==> src/rtl/toggle_poll_ctrl.sv <==
module toggle_poll_ctrl #(
  parameter int DATA_W     = 8,
  parameter int TOGGLE_IDX = 6,
  parameter int LIMIT_IDX  = 5,
  parameter int CNT_W      = 16
) (
  input  logic              clk,
  input  logic              rst_n,
  input  logic              start_i,
  input  logic              abort_i,
  input  logic [CNT_W-1:0]  max_polls_i,
  output logic              rd_req_o,
  input  logic              rd_ack_i,
  input  logic [DATA_W-1:0] rd_data_i,
  output logic              busy_o,
  output logic              done_o,
  output logic              fail_o,
  output logic              timeout_o,
  output logic              rst_cmd_o
);

  localparam logic [CNT_W-1:0] ONE = CNT_W'(1);

  typedef enum logic [2:0] {
    S_IDLE, S_FIRST, S_SECOND, S_RE_FIRST, S_RE_SECOND, S_DONE, S_FAIL, S_TMO
  } state_t;

  state_t           st_q, st_d;
  logic             tog_q;
  logic [CNT_W-1:0] polls_q, lim_q;
  logic             rst_cmd_q;

  assign busy_o    = (st_q == S_FIRST) || (st_q == S_SECOND) ||
                     (st_q == S_RE_FIRST) || (st_q == S_RE_SECOND);
  assign rd_req_o  = busy_o;
  assign done_o    = (st_q == S_DONE);
  assign fail_o    = (st_q == S_FAIL);
  assign timeout_o = (st_q == S_TMO);
  assign rst_cmd_o = rst_cmd_q;

  wire take      = rd_req_o && rd_ack_i;
  wire tog_now   = rd_data_i[TOGGLE_IDX];
  wire lim_now   = rd_data_i[LIMIT_IDX];
  wire moved     = tog_now != tog_q;
  wire last_poll = (polls_q + ONE) >= lim_q;
  wire go        = start_i && !busy_o && !abort_i;

  always_comb begin
    st_d = st_q;
    if (abort_i) st_d = S_IDLE;
    else begin
      case (st_q)
        S_FIRST:     if (take) st_d = S_SECOND;
        S_SECOND:    if (take) begin
                       if (!moved)         st_d = S_DONE;
                       else if (lim_now)   st_d = S_RE_FIRST;
                       else if (last_poll) st_d = S_TMO;
                       else                st_d = S_FIRST;
                     end
        S_RE_FIRST:  if (take) st_d = S_RE_SECOND;
        S_RE_SECOND: if (take) st_d = moved ? S_FAIL : S_DONE;
        default:     if (start_i) st_d = S_FIRST;
      endcase
    end
  end

  always_ff @(posedge clk or negedge rst_n) begin
    if (!rst_n) begin
      st_q      <= S_IDLE;
      tog_q     <= 1'b0;
      polls_q   <= '0;
      lim_q     <= ONE;
      rst_cmd_q <= 1'b0;
    end else begin
      st_q      <= st_d;
      rst_cmd_q <= (st_d == S_FAIL) && (st_q != S_FAIL);
      if (abort_i || go) tog_q <= 1'b0;
      else if (take && (st_q == S_FIRST || st_q == S_RE_FIRST)) tog_q <= tog_now;
      if (go) begin
        polls_q <= '0;
        lim_q   <= (max_polls_i == '0) ? ONE : max_polls_i;
      end else if (take && st_q == S_SECOND && moved && !lim_now && !last_poll)
        polls_q <= polls_q + ONE;
    end
  end

  AST_ONE_STATUS: assert property (@(posedge clk) disable iff (!rst_n)
    $onehot0({busy_o, done_o, fail_o, timeout_o}));
  AST_REQ_HELD: assert property (@(posedge clk) disable iff (!rst_n)
    rd_req_o && !rd_ack_i && !abort_i |=> rd_req_o);
  AST_RSTCMD_ON_FAIL: assert property (@(posedge clk) disable iff (!rst_n)
    rst_cmd_o |-> $rose(fail_o));
  AST_RSTCMD_PULSE: assert property (@(posedge clk) disable iff (!rst_n)
    rst_cmd_o |=> !rst_cmd_o);
  AST_ABORT_IDLE: assert property (@(posedge clk) disable iff (!rst_n)
    abort_i |=> !busy_o && !done_o && !fail_o && !timeout_o);
  AST_DONE_HELD: assert property (@(posedge clk) disable iff (!rst_n)
    done_o && !start_i && !abort_i |=> done_o);
  AST_POLL_BOUND: assert property (@(posedge clk) disable iff (!rst_n)
    busy_o |-> polls_q < lim_q);

endmodule

==> config.mk <==
export PLATFORM = sky130hd
export DESIGN_NAME = toggle_poll_ctrl
export DESIGN_NICKNAME = d
export VERILOG_FILES = /design/src/rtl/toggle_poll_ctrl.sv
export SDC_FILE = /design/constraint.sdc
export NUM_CORES = 1
export LEC_CHECK = 0
export ABC_AREA = 1
export BUFFER_PORTS_ARGS = -buffer_cell sky130_fd_sc_hd__clkbuf_2
export CAP_MARGIN = 15
export CORE_MARGIN = 2
export CORE_UTILIZATION = 45
export DETAILED_ROUTE_END_ITERATION = 10
export PLACE_DENSITY = 0.77
export SYNTH_ARGS = -nofsm -noshare
export SYNTH_HDL_FRONTEND = slang
export SYNTH_SLANG_ARGS = --single-unit
==> constraint.sdc <==
create_clock -name clk -period 3.58 [get_ports clk]
set_input_delay 0.537 -clock clk [delete_from_list [all_inputs] [get_ports clk]]
set_output_delay 0.537 -clock clk [all_outputs]
set_load 0.05 [all_outputs]
# --- Yosys cells after proc, flatten, opt, wreduce, memory -nomap -nowiden ---
# Index checks and enable logic that the tools add are counted.
totals:
  elab_cells: 54
  output_inout_bits: 6
  inputBits: 29
  ff_bits: 37
classes:
  mux: 16
  order_cmp: 1
  eq_ne: 10
  reduce_logical: 21
  addsub: 1
ops:
  columns: ["operator", "count"]
  rows:
  - ["$mux W16", 3]
  - ["$mux W3", 9]
  - ["$add A16 B1 Y16 const B", 1]
  - ["$ge A16 B16 Y1", 1]
  - ["$logic_not A16 Y1", 1]
  - ["$eq A3 B3 Y1 const B", 5]
  - ["$pmux W3 S4", 1]
  - ["$logic_and A1 B1 Y1", 9]
  - ["$eq A3 B2 Y1 const B", 2]
  - ["$logic_or A1 B1 Y1", 5]
  - ["$logic_not A1 Y1", 4]
  - ["$reduce_bool A2 Y1", 2]
  - ["$eq A3 B1 Y1 const B", 1]
  - ["$ne A3 B3 Y1 const B", 1]
  - ["$mux W1", 2]
  - ["$mux W2", 1]
  - ["$ne A1 B1 Y1", 1]

# --- Logic depth before layout (Yosys ltp) ---
logic_depth:
  ltp_word: 11
  ltp_mapped: 21

# --- Least setup slack after synthesis ---
# Ideal clock, no wire load.
synth_timing:
  kind: "register -> register"
  startpoint: "register polls_q[0]"
  endpoint: "register polls_q[5]"
  arrival_ns: 2.465
  required_ns: 3.455
  slack_ns: 0.991
  setup_ns: 0.125
  stages_incl_launch_ff: 19
  synth_period_minus_slack_ns: 2.589
  cell_sequence: "dfrtp_1 -> ha_1 -> nand2_1 -> nor2_2 -> nand4_1 -> nor2_1 -> nand3_1 -> xor2_1 -> inv_1 -> ha_1 -> nand4_1 -> a21oi_1 -> nor2_1 -> nand3_1 -> nor2_2 -> inv_2 -> buf_2 -> nand3_1 -> o21ai_1"
synth_via:
  elab_chain_len: 5
  word_cells_on_any_way: 7
synth_lines:
  columns: ["item", "line", "source"]
  rows:
  - ["start, declared", "30", "logic [CNT_W-1:0] polls_q, lim_q;"]
  - ["start signal, assigned", "83", "polls_q <= polls_q + ONE;"]
  - ["$add A16 B1 Y16 (*)", "45, 83", null]
  - ["$ge A16 B16 Y1", "45", "wire last_poll = (polls_q + ONE) >= lim_q;"]
  - ["$logic_not A1 Y1", "82", "end else if (take && st_q == S_SECOND && moved && !lim_now && !last_poll)"]
  - ["$logic_and A1 B1 Y1", "82", null]
  - ["$reduce_bool A2 Y1 (no source line)", null, null]
# Every way passes the cells marked *; elsewhere a longest branch is shown, timed or not. The select of a mux whose other input is x is not followed.
# A chain may end at the register's enable or synchronous reset.

# --- Worst setup path in the final report ---
layout_timing:
  startpoint: "register polls_q[0]"
  endpoint: "register polls_q[11]"
# Same word-level chain as after synthesis.

==> results.yml <==
clock_network:
  clk_latency_ns: 0.30
  clock-sinks: 37
  numCtsBuffers: 5
  post_cts_buffers: 0
  clockBufferDepth: 2
  cts_tree: "yes"
  cts_resized: 0
  postCtsHoldBufs: 0
  clkTransAtPathRegs_ns: 0.09
  root_buffer: "clkbuf_8"
  htree_levels: 2
detailed_routing:
  wl_met1_um: 2194
  wire_per_inst_um: 11.54
  drcViolationCount: 0
  wl_met3_um: 179
  avgViaCountPerCell: 4.916
  drt.antenna.violating_nets: 0
  finalWirelength_um: 4822
  highest_layer: "met4"
  first_pass_iters: 5
  vias: 2055
  met2_length_um: 2429
  drt-initial-drc-count: 118
floorplan:
  rows: 26
  dieWidth_um: 77.67
  fp.dieArea_um2: 6033
  fp.dieH_um: 77.67
  pin_count: 35
  core_um2: 5172
  start_util_pct: 47.22
placed_design:
  gp_congestion: 0.8400
  place_hpwl_um: 3684
  portBuffers: 28
  placed_cell_area_um2: 2625
setup_path:
  setup.worst_path.class: "flip-flop to flip-flop"
  end_kind: "flip-flop"
  max_stage_delay_ns: 0.38
  crit_path_start_kind: "flip-flop"
  required_ns: 3.75
  crit_arrival_ns: 3.13
  cpMaxStageDelayCell: "dfrtp_1"
  path_cells: "ha_1 -> nand2_1 -> nor2_2 -> nand4_1 -> nor2_1 -> nand3_1 -> xor2_1 -> inv_1 -> ha_1 -> nand4_1 -> a21oi_1 -> nor2_1 -> nand3_1 -> nor2_2 -> inv_2 -> nand2_4 -> o21ai_1"
  cp_max_fo: 12
synthesis:
  ys.warnings.count: 0
  syn_nets: 365
  seq_area_frac_synth_pct: 37.96
  avgSynthCellArea_um2: 7.656
  yosys.area.top_type: "dfrtp_1"
  synth.distinct_cells: 31
  ys_ff_latch: 37
  synth_top_area_share_pct: 36.89
  netlist_instances: 319
  synth_area_um2: 2442
  synth_area_leaders: "dfrtp_1, nand2_1, inv_1, ha_1, o21ai_1"
global_routing:
  grt_pass1_wl_um: 8645
  grt_max_degree: 38
  grt_overflow: 0
  grt_usage_pct: 17.58
  grt_pass1_vias: 2030
  antenna_found_initial: 0
hold_path:
  hold_path_class: "primary input to async pin"
timing:
  setup_viol: 0
  period_needed_ns: 2.960
  hold_viol_final: 0
  drv_slew: 0
  setup_tns_ns: 0
  fmax_mhz: 337.8
  max_slew_margin_pct: 36.83
  min_period_over_period_pct: 82.68
  fin_skew_ns: 0.01499
  grt_setup_unrepaired: "false"
  tightest_slew_ns: 0.9475
cells_and_area:
  syn_to_final_growth_pct: 12.96
  drive_gt1_share_pct: 17.53
  final_cell_area_um2: 2759
  nets: 393
  diodes: 0
run:
  drv_cap: 0
pwr:
  p_leak_uw: 0.001490
  finalPower_uw: 1138
  p_per_area_nw_per_um2: 412.4
  ir_drop_v: 0.0002767
status:
  status: "finished, final reports clean"
==> cells by family after synthesis <==
group	count (synthesis)	synth area share [%]
AOI/OAI and AO/OA	47	10.19
xor gates and xnor gates	15	5.379
adders and majority gates	17	8.709
buffers and inverters	73	12.24
DFF	37	37.96
and+or+nand+nor	130	25.51
==> state kept, by name, indices dropped and copies added (netlist names) <==
register   cells
lim_q         16
polls_q       16
rst_cmd_o      1
st_q           3
tog_q          1
==> worst max-delay path, delay by kind of cell, from the launching register on <==
kind	cells	cell delay, ns
AOI/OAI and AO/OA	2	0.14
DFF	1	0.38
and+or+nand+nor	10	1.42
adders and majority gates	2	0.46
buffers and inverters	2	0.20
xor gates and xnor gates	1	0.22
==> per-layer routing <==
layer,track usage (%),vias to the layer above
met4,5.536,0
li1,-,1068
met1,21.05,947
met2,31.12,38
met5,0,-
met3,3.953,2
==> metrics by stage <==
stage | setup WS [ns] | hold WS, ns | util, % | cells
after floorplan | 0.9906 | 0.2414 | - | 319
after global placement | 0.6916 | 0.4682 | 50.75 | 410
after detailed placement | 0.6194 | 0.4675 | 50.75 | 410
after CTS | 0.5840 | 0.4003 | 53.34 | 418
after global routing | 0.3631 | 0.4334 | 53.34 | 418
final | 0.6199 | 0.3661 | 53.34 | 418
==> Yosys cell counts <==
library cell / number
a41oi_1: 1
xnor2_1: 1
buf_4: 5
nor2_1: 13
nor2_4: 1
nand2_4: 1
o211ai_1: 2
nand4_1: 5
ha_1: 17
nand2_1: 71
nor3_2: 2
dfrtp_1: 36
nor4_1: 4
nor4_2: 1
nand3_1: 20
inv_1: 57
buf_2: 3
a21boi_1: 1
xor2_1: 14
nor3_1: 2
dfstp_2: 1
o21ai_0: 3
nand2_2: 3
inv_2: 7
o21ai_1: 30
a211oi_1: 1
inv_4: 1
nor2_8: 1
nor3_4: 1
nor2_2: 5
a21oi_1: 9
==> final timing paths <==
| path | depth (start not counted) | slack, ns | startpoint | end |
|---|---|---|---|---|
| max | 17 | 0.62 | polls_q[0] | polls_q[11] |
| min | 1 | 0.37 | rst_n | lim_q[2] |
| max reg2reg | 17 | 0.62 | polls_q[0] | polls_q[11] |
| min reg2reg | 2 | 0.48 | lim_q[0] | lim_q[0] |
| max in group asynchronous | 1 | 2.61 | rst_n | rst_cmd_o |
| min in group clk | 3 | 0.47 | max_polls_i[4] | lim_q[4] |
==> power by group <==
| part | internal [uW] | switching [uW] | total (uW) |
|---|---|---|---|
| Clock | 277 | 160 | 437 |
| Sequential | 463 | 16.3 | 479 |
| Combinational | 76.1 | 146 | 222 |
==> cell usage in the layout (no fill, tap or decap) <==
cell type	count
nor3_4	1
clkbuf_8	5
nor3_2	2
nand4_1	5
nand2_1	71
a41oi_1	1
nor4_1	4
nor2_8	1
nor3_1	2
ha_1	17
dfrtp_1	36
o21ai_1	30
xnor2_1	1
a211oi_1	1
nand2_2	3
clkbuf_2	28
nor2_4	1
xor2_1	14
buf_4	1
bufinv_16	2
a21oi_1	9
o211ai_1	2
nand3_1	20
nor2_1	13
nor2_2	5
a21boi_1	1
dfstp_2	1
nand2_4	1
o21ai_0	3
inv_1	57
inv_4	1
inv_2	7
nor4_2	1
clkinv_2	1
==> final cells by class <==
type                       count  area [um2]
fill                         498        2414
multi-input combinational    209        1216
sequential                    37       927.1
inverter                      65       246.5
timing repair buffer          29       147.6
tap                           70       87.58
clock buffer                   5       68.82
clock inverter                 3       65.06
Note: power is estimated with default switching activity, not from simulation.
